--- src/rtl/fsu_pkg.sv ---
package fsu_pkg;
  parameter int unsigned REG_AW = 5;
  localparam int unsigned N_SRC = 2;

  typedef enum logic [1:0] {
    SEL_RF  = 2'b00,
    SEL_WB  = 2'b01,
    SEL_MEM = 2'b10
  } opndSel_e;

  typedef struct packed {
    logic pcHold;
    logic ifIdHold;
    logic idExBubble;
  } stallStrobes_t;
endpackage

--- src/rtl/fsu_fwd_path.sv ---
module fsu_fwd_path
  import fsu_pkg::*;
#(
  parameter int unsigned AW = REG_AW
) (
  input  logic [N_SRC-1:0][AW-1:0] exSrc,
  input  logic [N_SRC-1:0][AW-1:0] idSrc,
  input  logic [AW-1:0]            exRd,
  input  logic                     exMemRead,
  input  logic [AW-1:0]            memRd,
  input  logic                     memWe,
  input  logic [AW-1:0]            wbRd,
  input  logic                     wbWe,
  output logic [N_SRC-1:0][1:0]    selOut,
  output logic                     loadUseHit
);
  logic memLive;
  logic wbLive;
  logic [N_SRC-1:0] useHit;

  // a stage only offers a value when it writes a real register
  assign memLive = memWe && (memRd != '0);
  assign wbLive  = wbWe && (wbRd != '0);

  for (genvar g = 0; g < N_SRC; g++) begin : g_src
    logic memHit;
    logic wbHit;
    assign memHit = memLive && (memRd == exSrc[g]);
    assign wbHit  = wbLive && (wbRd == exSrc[g]);

    // younger result (memory stage) wins over writeback
    always_comb begin
      if (memHit)     selOut[g] = SEL_MEM;
      else if (wbHit) selOut[g] = SEL_WB;
      else            selOut[g] = SEL_RF;
    end

    assign useHit[g] = (exRd == idSrc[g]);
  end

  assign loadUseHit = exMemRead && (exRd != '0) && (|useHit);
endmodule

--- src/rtl/fsu_stall_ctl.sv ---
module fsu_stall_ctl
  import fsu_pkg::*;
(
  input  logic          clk,
  input  logic          rst_n,
  input  logic          loadUseHit,
  output stallStrobes_t strobes
);
  logic stallNow;
  logic stallPrev;

  // one bubble per hazard: once the stall cycle is spent, the load has moved on
  assign stallNow = loadUseHit && !stallPrev;

  always_ff @(posedge clk or negedge rst_n) begin
    if (!rst_n) stallPrev <= 1'b0;
    else        stallPrev <= stallNow;
  end

  always_comb begin
    strobes.pcHold     = stallNow;
    strobes.ifIdHold   = stallNow;
    strobes.idExBubble = stallNow;
  end
endmodule

--- src/rtl/fwd_stall_unit.sv ---
module fwd_stall_unit
  import fsu_pkg::*;
#(
  parameter int unsigned AW = REG_AW
) (
  input  logic          clk,
  input  logic          rst_n,
  input  logic [AW-1:0] idRs1,
  input  logic [AW-1:0] idRs2,
  input  logic [AW-1:0] exRs1,
  input  logic [AW-1:0] exRs2,
  input  logic [AW-1:0] exRd,
  input  logic          exMemRead,
  input  logic [AW-1:0] memRd,
  input  logic          memRegWrite,
  input  logic [AW-1:0] wbRd,
  input  logic          wbRegWrite,
  output logic [1:0]    fwdSelA,
  output logic [1:0]    fwdSelB,
  output logic          pcHold,
  output logic          ifIdHold,
  output logic          idExBubble
);
  logic [N_SRC-1:0][AW-1:0] exSrc;
  logic [N_SRC-1:0][AW-1:0] idSrc;
  logic [N_SRC-1:0][1:0]    selVec;
  logic                     loadUseHit;
  stallStrobes_t            strobes;

  assign exSrc = {exRs2, exRs1};
  assign idSrc = {idRs2, idRs1};

  fsu_fwd_path #(.AW(AW)) u_path (
    .exSrc      (exSrc),
    .idSrc      (idSrc),
    .exRd       (exRd),
    .exMemRead  (exMemRead),
    .memRd      (memRd),
    .memWe      (memRegWrite),
    .wbRd       (wbRd),
    .wbWe       (wbRegWrite),
    .selOut     (selVec),
    .loadUseHit (loadUseHit)
  );

  fsu_stall_ctl u_ctl (
    .clk        (clk),
    .rst_n      (rst_n),
    .loadUseHit (loadUseHit),
    .strobes    (strobes)
  );

  assign fwdSelA    = selVec[0];
  assign fwdSelB    = selVec[1];
  assign pcHold     = strobes.pcHold;
  assign ifIdHold   = strobes.ifIdHold;
  assign idExBubble = strobes.idExBubble;
endmodule

--- config.mk ---
export PLATFORM = sky130hd
export DESIGN_NAME = fwd_stall_unit
export DESIGN_NICKNAME = d
export VERILOG_FILES = /design/src/rtl/fsu_pkg.sv /design/src/rtl/fsu_fwd_path.sv /design/src/rtl/fsu_stall_ctl.sv /design/src/rtl/fwd_stall_unit.sv
export SDC_FILE = /design/constraint.sdc
export NUM_CORES = 1
export LEC_CHECK = 0
export CORE_ASPECT_RATIO = 1.1
export CORE_MARGIN = 1.5
export CORE_UTILIZATION = 30
export CTS_BUF_LIST = sky130_fd_sc_hd__clkbuf_4
export DETAILED_ROUTE_END_ITERATION = 12
export GPL_ROUTABILITY_DRIVEN = 0
export GPL_TIMING_DRIVEN = 0
export HOLD_SLACK_MARGIN = 0.03
export PLACE_DENSITY = 0.85
export SLEW_MARGIN = 20
export SYNTH_ARGS = -nofsm -noshare
export SYNTH_HDL_FRONTEND = slang
export SYNTH_HIERARCHICAL = 1
export SYNTH_SLANG_ARGS = --single-unit
--- constraint.sdc ---
create_clock -name clk -period 1.81 [get_ports clk]
set_clock_uncertainty 0.15 [all_clocks]
set_input_delay 0.181 -clock clk [delete_from_list [all_inputs] [get_ports clk]]
set_output_delay 0.181 -clock clk [all_outputs]
set_load 0.05 [all_outputs]
==> results.sh, run 1 <==
export IMPL_yosysTopAreaCellShare_pct=37.4
export IMPL_synthFlopType="dfrtp_1"
export IMPL_max_freq_mhz=540
export IMPL_sequentialPowerShare_pct=10.0
export IMPL_ctsHoldBuffers=0
export IMPL_crit_path_max_fanout=3
export IMPL_antenna_cells=0
export IMPL_rows=14
export IMPL_route_vias_total=590
export IMPL_grtUsageTotal_pct=19.3
export IMPL_synth_area_um2=468
export IMPL_outcome="complete, but fails checks"
export IMPL_synth_most_common_cell="xor2_1"
export IMPL_final_layout_size_suffix_gt1_share_pct=50.0
export IMPL_synth_distinct_cells=14
export IMPL_clkPwrFrac_pct=0
export IMPL_avgViaCountPerCell=4.92
export IMPL_grt_overflow_total=0
export IMPL_cpPeakStageDelay_ns=0.55
export IMPL_rsz0062_at_grt="yes"
export IMPL_synth_area_leaders="xor2_1, xnor2_1, buf_4"
export IMPL_drt_iter0_markers=0
export IMPL_wl_per_cell_um=14.2
export IMPL_min_period_ns=1.85
export IMPL_worstSetupStartpointType="input pin"
export IMPL_synthCells=56
export IMPL_endpoint_kind="primary output"
export IMPL_layout_setup_ws_ns=-0.0417
export IMPL_p_per_area_nw_per_um2=238
export IMPL_p_int_uw=139
export IMPL_p_sw_share_pct=42.5
export IMPL_slew_violations=0
export IMPL_yosysTopAreaCell="xor2_1"
export IMPL_multi_input_area_um2=494
export IMPL_seq_area_um2=25.0
export IMPL_hold_path_class="in2async"
export IMPL_final_setup_viol_count=2
export IMPL_ys_warn_count=6
export IMPL_grt_pass1_wl_mm=2.47
export IMPL_top_regs="u_ctl/stallPrev: 1 flops"
export IMPL_synth_common_cells="xor2_1, xnor2_1, buf_4, or4_1, nand3_1"
export IMPL_wirelength_mm=1.70
export IMPL_tightest_slew_ns=0.304
export IMPL_dieArea_um2=1810
export IMPL_ff2ff_path_depth=1
export IMPL_drc_errors=0
export IMPL_grt_pass1_vias=611
export IMPL_required_ns=1.48
export IMPL_avgSynthCellArea_um2=8.36
export IMPL_postPlaceCellArea_um2=973
export IMPL_leakage_nw=0.465
export IMPL_cp_arrival_ns=1.52
export IMPL_synth_ff_latch_count=1
export IMPL_ir_worst_vdd_uv=178
export IMPL_clkTransAtPathRegs_ns=0
export IMPL_cp_slowest_cell="or4_4"
export IMPL_failed_checks="negative setup slack"
export IMPL_p_sw_uw=102
export IMPL_syn_num_nets=96
export IMPL_worstSkewPairLatency_ns=0
export IMPL_fin_nets=146
export IMPL_fin_setup_tns_ns=-0.0459
export IMPL_cp_cell_sequence="buf_2, or4_4, o21ai_2, or4_4, nor4_4, buf_6"
export IMPL_place_ws_ns=-1.05
export IMPL_top_register="u_ctl/stallPrev"
export IMPL_die_y_um=44.4
export IMPL_postLayoutCellArea_um2=1010
export IMPL_period_share_pct=102
export IMPL_final_hold_viol_count=0
export IMPL_combPwrFrac_pct=90.0
export IMPL_die_x_um=40.7
export IMPL_hpwl_mm=1.30
export IMPL_initial_core_util_pct=33.0
export IMPL_async_reset_ff_share_pct=100
export IMPL_ys_seq_area_share_pct=5.35
export IMPL_crit_top_cell="or4_4"
export IMPL_grt_max_degree=5
export IMPL_area_growth_pct=117
export IMPL_slew_headroom_pct=79.6
export IMPL_crit_type="in2out"
export IMPL_io_pins=47
export IMPL_final_util_pct=71.5
export IMPL_max_cap_violations=0
export IMPL_fillers=120
export IMPL_io_buffers=46
export IMPL_largest_reg_flops=1
export IMPL_drtPass1Iterations=1
export IMPL_antenna_found_initial=0
export IMPL_synth_edf_count=0
export IMPL_ant_nets=0
export IMPL_core_area_um2=1420
[metal layers]
layer,up-vias,routed length [µm],global-route usage [%]
met4,0,0,0
met5,-,0,0
met2,46,868,39.7
met1,255,604,19.1
li1,289,-,-
met3,0,225,4.52
[worst paths after layout]
path / start / endpoint / slack [ns]
setup / recovery: wbRd[2] / fwdSelB[0] / -0.04
hold / removal: rst_n / u_ctl/stallPrev$_DFF_PN0_ / 0.18
setup reg to reg: u_ctl/stallPrev$_DFF_PN0_ / u_ctl/stallPrev$_DFF_PN0_ / 1.02
hold reg to reg: u_ctl/stallPrev$_DFF_PN0_ / u_ctl/stallPrev$_DFF_PN0_ / 0.31
max in group asynchronous: rst_n / u_ctl/stallPrev$_DFF_PN0_ / 1.23
min in group clk: u_ctl/stallPrev$_DFF_PN0_ / u_ctl/stallPrev$_DFF_PN0_ / 0.31
[critical path, delay by kind of cell]
family	cells	cell delay [ns]
compound gates	1	0.06
simple gates	3	0.97
buf+inv	2	0.31
[what timing repair did]
item	CTS	global route
pin swaps	14	19
buffers inserted	2	0
gates resized for setup	127	53
endpoints found under the setup margin	8	7
[final cells by class]
type,count,area share (%)
multi-input combinational,50,48.7
buffer,5,4.81
timing repair buffer,48,42.0
tap,16,1.97
sequential,1,2.47
[kinds of logic after synthesis]
group,Yosys count,share of synthesized area [%]
flip-flops,1,5.35
XOR/XNOR,30,56.1
AO/OA/AOI/OAI,4,5.08
AND/OR/NAND/NOR,16,25.4
buffers and inverters,5,8.02
[metrics by stage]
stage,power (mW),std cells,hold WS (ns)
6_report,0.241,120,0.183
5_1_grt,0.255,120,0.193
4_1_cts,0.237,120,0.184
3_5_place_dp,0.235,118,0.184
3_3_place_gp,0.231,118,0.180
2_1_floorplan,0.112,56,-0.265
[cell usage in the layout, fill, tap and decap left out, types with 3 or more instances in the layout]
cell and n:
buf_8 6, buf_4 4, or4_4 4, xnor2_1 9, dlymetal6s2s_1 4, clkbuf_2 11
buf_6 10, xor2_1 20, nand3_1 4, clkdlybuf4s50_1 3, nor4_4 4, buf_2 7
dlygate4sd2_1 6
[power groups by stage]
stage	logic, mW	registers (mW)	clock network, mW
4_1_cts	0.213	0.0241	0
6_report	0.217	0.0241	0
5_1_grt	0.231	0.0242	0
3_3_place_gp	0.207	0.0241	0
3_5_place_dp	0.211	0.0241	0
2_1_floorplan	0.0884	0.0241	0
Power figures use the tool's default switching activity.
==> inputs of run 2 (changes only) <==
--- a/config.mk
+++ b/config.mk
@@ -14,6 +14,7 @@
 export GPL_TIMING_DRIVEN = 0
 export HOLD_SLACK_MARGIN = 0.03
 export PLACE_DENSITY = 0.85
+export SETUP_SLACK_MARGIN = 0.1
 export SLEW_MARGIN = 20
 export SYNTH_ARGS = -nofsm -noshare
 export SYNTH_HDL_FRONTEND = slang
==> run 2 against run 1 <==
The flow still finishes with violations (negative setup slack). Hold slack is the same. Register-to-register slack is essentially flat. Setup slack lost 0.00071 ns. Power grew 1.5%. Cell count is the same. Critical endpoint unchanged.
==> results.sh, run 2 (synthesis results as in run 1) <==
export IMPL_combPwrFrac_pct=90.2
export IMPL_r2r_start="u_ctl/stallPrev$_DFF_PN0_"
export IMPL_slew_violations=0
export IMPL_area_growth_pct=120
export IMPL_max_freq_mhz=540
export IMPL_failed_checks="negative setup slack"
export IMPL_period_share_pct=102
export IMPL_antenna_found_initial=0
export IMPL_final_layout_size_suffix_gt1_share_pct=50.0
export IMPL_cp_arrival_ns=1.52
export IMPL_ant_nets=0
export IMPL_sequentialPowerShare_pct=9.8
export IMPL_final_hold_viol_count=0
export IMPL_die_x_um=40.7
export IMPL_slew_headroom_pct=79.4
export IMPL_grt_pass1_wl_mm=2.48
export IMPL_r2r_end="u_ctl/stallPrev$_DFF_PN0_"
export IMPL_top_register="u_ctl/stallPrev"
export IMPL_layout_setup_ws_ns=-0.0424
export IMPL_drtPass1Iterations=4
export IMPL_p_total_uw=245
export IMPL_fin_nets=146
export IMPL_p_sw_share_pct=41.8
export IMPL_multi_input_area_um2=494
export IMPL_crit_family="simple AND/OR/NAND/NOR gates"
export IMPL_crit_buf_inv=2
export IMPL_p_per_area_nw_per_um2=237
export IMPL_die_y_um=44.4
export IMPL_initial_core_util_pct=33.0
export IMPL_io_pins=47
export IMPL_tightest_slew_ns=0.307
export IMPL_hold_ws_ns=0.183
export IMPL_required_ns=1.48
export IMPL_outcome="complete, but fails checks"
export IMPL_hold_path_class="in2async"
export IMPL_ff2ff_path_depth=1
export IMPL_grt_pass1_vias=612
export IMPL_ir_worst_vdd_uv=176
export IMPL_worstSkewPairLatency_ns=0
export IMPL_grt_max_degree=5
export IMPL_met2_length_um=845
export IMPL_final_cells=120
export IMPL_endpoint_kind="primary output"
export IMPL_crit_type="in2out"
export IMPL_clkTransAtPathRegs_ns=0
export IMPL_route_vias_total=590
export IMPL_cp_slowest_cell="or4_4"
export IMPL_rows=14
export IMPL_wirelength_mm=1.67
export IMPL_core_area_um2=1420
export IMPL_largest_reg_flops=1
export IMPL_final_util_pct=72.6
export IMPL_max_cap_violations=0
export IMPL_seq_area_um2=25.0
export IMPL_final_cell_mix="xor2_1, dlygate4sd2_1, buf_6"
export IMPL_p_int_uw=142
export IMPL_cpPeakStageDelay_ns=0.55
export IMPL_grt_overflow_total=0
export IMPL_worstSetupStartpointType="input pin"
export IMPL_wl_met1_um=611
export IMPL_hpwl_mm=1.30
export IMPL_p_sw_uw=102
export IMPL_grtUsageTotal_pct=19.3
export IMPL_rsz0062_at_grt="yes"
export IMPL_clkPwrFrac_pct=0
export IMPL_leakage_nw=0.454
export IMPL_crit_path_max_fanout=3
export IMPL_fillers=114
export IMPL_ff2ff_setup_slack_ns=1.02
export IMPL_min_period_ns=1.85
export IMPL_wl_per_cell_um=14.0
export IMPL_placed_cells=118
export IMPL_wl_met3_um=217
export IMPL_drc_errors=0
export IMPL_avgViaCountPerCell=4.92
export IMPL_final_common_cell="xor2_1"
export IMPL_io_buffers=46
export IMPL_final_setup_viol_count=2
export IMPL_top_regs="u_ctl/stallPrev: 1 flops"
export IMPL_place_ws_ns=-1.05
export IMPL_top_layer="met3"
export IMPL_crit_top_cell="or4_4"
export IMPL_dieArea_um2=1810
export IMPL_antenna_cells=0
export IMPL_drt_iter0_markers=2
export IMPL_cp_cell_sequence="buf_2, or4_4, o21ai_2, or4_4, nor4_4, buf_6"
[run 2: cell types whose count changed in the layout (fill, tap and decap cells not counted), moves of 2 or more]
cell             previous run  this run
dlygate4sd2_1               6        12
clkbuf_2                   11         9
dlymetal6s2s_1              4         1
buf_8                       6         8
clkdlybuf4s15_1             2         0
buf_6                      10        12
[run 2: stage by stage]
stage	setup TNS, ns	area (µm²)
floorplan	-0.116	493
global placement	-6.87	973
detailed placement	-7.00	973
CTS	-0.318	1030
global route	-0.117	1030
finish	-0.0481	1030
[run 2: repair_timing]
item,4_1_cts,5_1_grt
hold buffers,0,0
pin swaps,17,14
resized for setup,142,43
endpoints found under the setup margin,8,7
buffers inserted,2,0
[run 2: layer usage]
| layer | track usage (%) | vias up |
|---|---|---|
| met5 | 0 | - |
| met4 | 0 | 0 |
| met3 | 4.52 | 0 |
| met2 | 39.0 | 46 |
| met1 | 19.7 | 255 |
| li1 | - | 289 |
[run 2: how the worst max path moves through the flow]
stage	cells after the start	slack (ns)	start	to
6_report	6	-0.04	wbRd[2]	fwdSelB[0]
5_1_grt	7	-0.08	memRd[3]	fwdSelB[0]
4_1_cts	7	-0.19	memRd[3]	fwdSelB[0]
3_5_place_dp	6	-1.05	memRd[4]	fwdSelB[1]
3_3_place_gp	6	-1.04	memRd[4]	fwdSelB[1]
2_1_floorplan	3	-0.06	exRs1[4]	fwdSelA[0]
[run 2: area by class of cell]
class | count | share of cell area (%)
multi-input combinational | 50 | 48.0
timing repair buffer | 48 | 42.9
buffer | 5 | 4.74
sequential | 1 | 2.43
tap | 16 | 1.94
[run 2: power by group through the flow]
stage | Clock, mW | Sequential [mW] | Combinational (mW)
6_report | 0 | 0.0241 | 0.220
5_1_grt | 0 | 0.0242 | 0.234
4_1_cts | 0 | 0.0241 | 0.213
3_5_place_dp | 0 | 0.0241 | 0.211
3_3_place_gp | 0 | 0.0241 | 0.207
2_1_floorplan | 0 | 0.0241 | 0.0884
==> inputs of run 3 (changes only) <==
--- a/config.mk
+++ b/config.mk
@@ -11,8 +11,8 @@
 export CTS_BUF_LIST = sky130_fd_sc_hd__clkbuf_4
 export DETAILED_ROUTE_END_ITERATION = 12
 export GPL_ROUTABILITY_DRIVEN = 0
-export GPL_TIMING_DRIVEN = 0
 export HOLD_SLACK_MARGIN = 0.03
+export MAX_ROUTING_LAYER = met4
 export PLACE_DENSITY = 0.85
 export SETUP_SLACK_MARGIN = 0.1
 export SLEW_MARGIN = 20
==> run 3 against run 2 <==
Fmax down 7.6%. Largest power group unchanged. The run still ends with negative setup slack left. Via count grew 20%. Combinational power grew 27%. Power is 24% higher.
==> results.sh, run 3 (synthesis results as in run 1) <==
export IMPL_final_util_pct=86.7
export IMPL_tightest_slew_ns=0.357
export IMPL_p_sw_share_pct=42.9
export IMPL_die_y_um=44.4
export IMPL_io_buffers=46
export IMPL_crit_family="simple AND/OR/NAND/NOR gates"
export IMPL_grt_pass1_vias=724
export IMPL_final_cells=132
export IMPL_p_per_area_nw_per_um2=247
export IMPL_fin_nets=158
export IMPL_final_hold_viol_count=0
export IMPL_drt_iter0_markers=8
export IMPL_grt_overflow_total=0
export IMPL_route_vias_total=707
export IMPL_ff2ff_setup_slack_ns=0.95
export IMPL_place_ws_ns=-0.454
export IMPL_grtUsageTotal_pct=25.3
export IMPL_min_period_ns=2.00
export IMPL_grt_max_degree=5
export IMPL_drc_errors=0
export IMPL_ir_worst_vdd_uv=201
export IMPL_hold_path_class="in2async"
export IMPL_clkTransAtPathRegs_ns=0
export IMPL_failed_checks="negative setup slack"
export IMPL_ctsHoldBuffers=0
export IMPL_crit_top_cell="or4_4"
export IMPL_wirelength_mm=2.63
export IMPL_rsz0062_at_grt="yes"
export IMPL_rows=14
export IMPL_max_freq_mhz=499
export IMPL_sequentialPowerShare_pct=7.9
export IMPL_antenna_found_initial=0
export IMPL_period_share_pct=111
export IMPL_postPlaceCellArea_um2=1110
export IMPL_dieArea_um2=1810
export IMPL_ff2ff_path_depth=1
export IMPL_startpoint="wbRd[3]"
export IMPL_largest_reg_flops=1
export IMPL_p_sw_uw=130
export IMPL_clkPwrFrac_pct=0
export IMPL_postLayoutCellArea_um2=1230
export IMPL_r2r_end="u_ctl/stallPrev$_DFF_PN0_"
export IMPL_initial_core_util_pct=33.0
export IMPL_combPwrFrac_pct=92.1
export IMPL_top_regs="u_ctl/stallPrev: 1 flops"
export IMPL_required_ns=1.48
export IMPL_top_register="u_ctl/stallPrev"
export IMPL_fin_setup_tns_ns=-0.384
export IMPL_p_int_uw=173
export IMPL_cp_cell_sequence="buf_8, or4_4, o21ai_2, buf_4, or4_4, nor4_4, buf_12"
export IMPL_core_area_um2=1420
export IMPL_hold_ws_ns=0.180
export IMPL_final_setup_viol_count=3
export IMPL_wl_per_cell_um=19.9
export IMPL_layout_setup_ws_ns=-0.195
export IMPL_cp_arrival_ns=1.67
export IMPL_worstSetupStartpointType="input pin"
export IMPL_crit_type="in2out"
export IMPL_hpwl_mm=1.64
export IMPL_cp_num_cells=7
export IMPL_leakage_nw=0.561
export IMPL_placed_cells=127
export IMPL_p_total_uw=304
export IMPL_avgViaCountPerCell=5.36
export IMPL_drtPass1Iterations=4
export IMPL_antenna_cells=0
export IMPL_endpoint_kind="primary output"
export IMPL_final_common_cell="buf_4"
export IMPL_crit_path_end="fwdSelA[0]"
export IMPL_final_layout_size_suffix_gt1_share_pct=62.1
export IMPL_grt_pass1_wl_mm=3.08
export IMPL_worstSkewPairLatency_ns=0
export IMPL_ant_nets=0
export IMPL_crit_path_max_fanout=3
export IMPL_cpPeakStageDelay_ns=0.54
export IMPL_io_pins=47
export IMPL_outcome="complete, but fails checks"
export IMPL_crit_buf_inv=3
export IMPL_die_x_um=40.7
export IMPL_slew_headroom_pct=76.1
export IMPL_area_growth_pct=163
export IMPL_slew_violations=0
export IMPL_r2r_start="u_ctl/stallPrev$_DFF_PN0_"
export IMPL_fillers=76
export IMPL_max_cap_violations=0
export IMPL_final_cell_mix="buf_4, xor2_1, dlygate4sd2_1, buf_2"
export IMPL_cp_slowest_cell="or4_4"
## run 3: worst min path at each step
stage / startpoint / to / slack, ns / depth (start not counted)
after detailed placement: rst_n / u_ctl/stallPrev$_DFF_PN0_ / 0.18 / 1
after global routing: rst_n / u_ctl/stallPrev$_DFF_PN0_ / 0.19 / 1
after global placement: rst_n / u_ctl/stallPrev$_DFF_PN0_ / 0.18 / 1
after CTS: rst_n / u_ctl/stallPrev$_DFF_PN0_ / 0.18 / 1
after floorplan: rst_n / u_ctl/stallPrev$_DFF_PN0_ / -0.26 / 0
final: rst_n / u_ctl/stallPrev$_DFF_PN0_ / 0.18 / 1
## run 3: power groups by stage
stage / logic [mW] / registers (mW) / clock network, mW
after detailed placement: 0.241 / 0.0241 / 0
after CTS: 0.231 / 0.0241 / 0
after global placement: 0.236 / 0.0241 / 0
after global routing: 0.290 / 0.0242 / 0
after floorplan: 0.0884 / 0.0241 / 0
final: 0.280 / 0.0241 / 0
## run 3: timing repair
item,CTS,global route
endpoints found under the setup margin,8,7
buffers inserted,2,3
resized for setup,83,57
pin swaps,17,19
## run 3: routing by layer
layer | track usage (%) | wire [µm] | up-vias
li1 | - | - | 307
met2 | 47.3 | 1330 | 62
met5 | - | 0 | -
met4 | 5.33 | 129 | 0
met3 | 2.51 | 248 | 12
met1 | 27.2 | 920 | 326
## run 3: layout make-up
class	instances	area (µm²)	area share [%]
multi-input combinational	50	551	44.8
tap	16	20.0	1.63
sequential	1	25.0	2.03
timing repair buffer	65	634	51.6
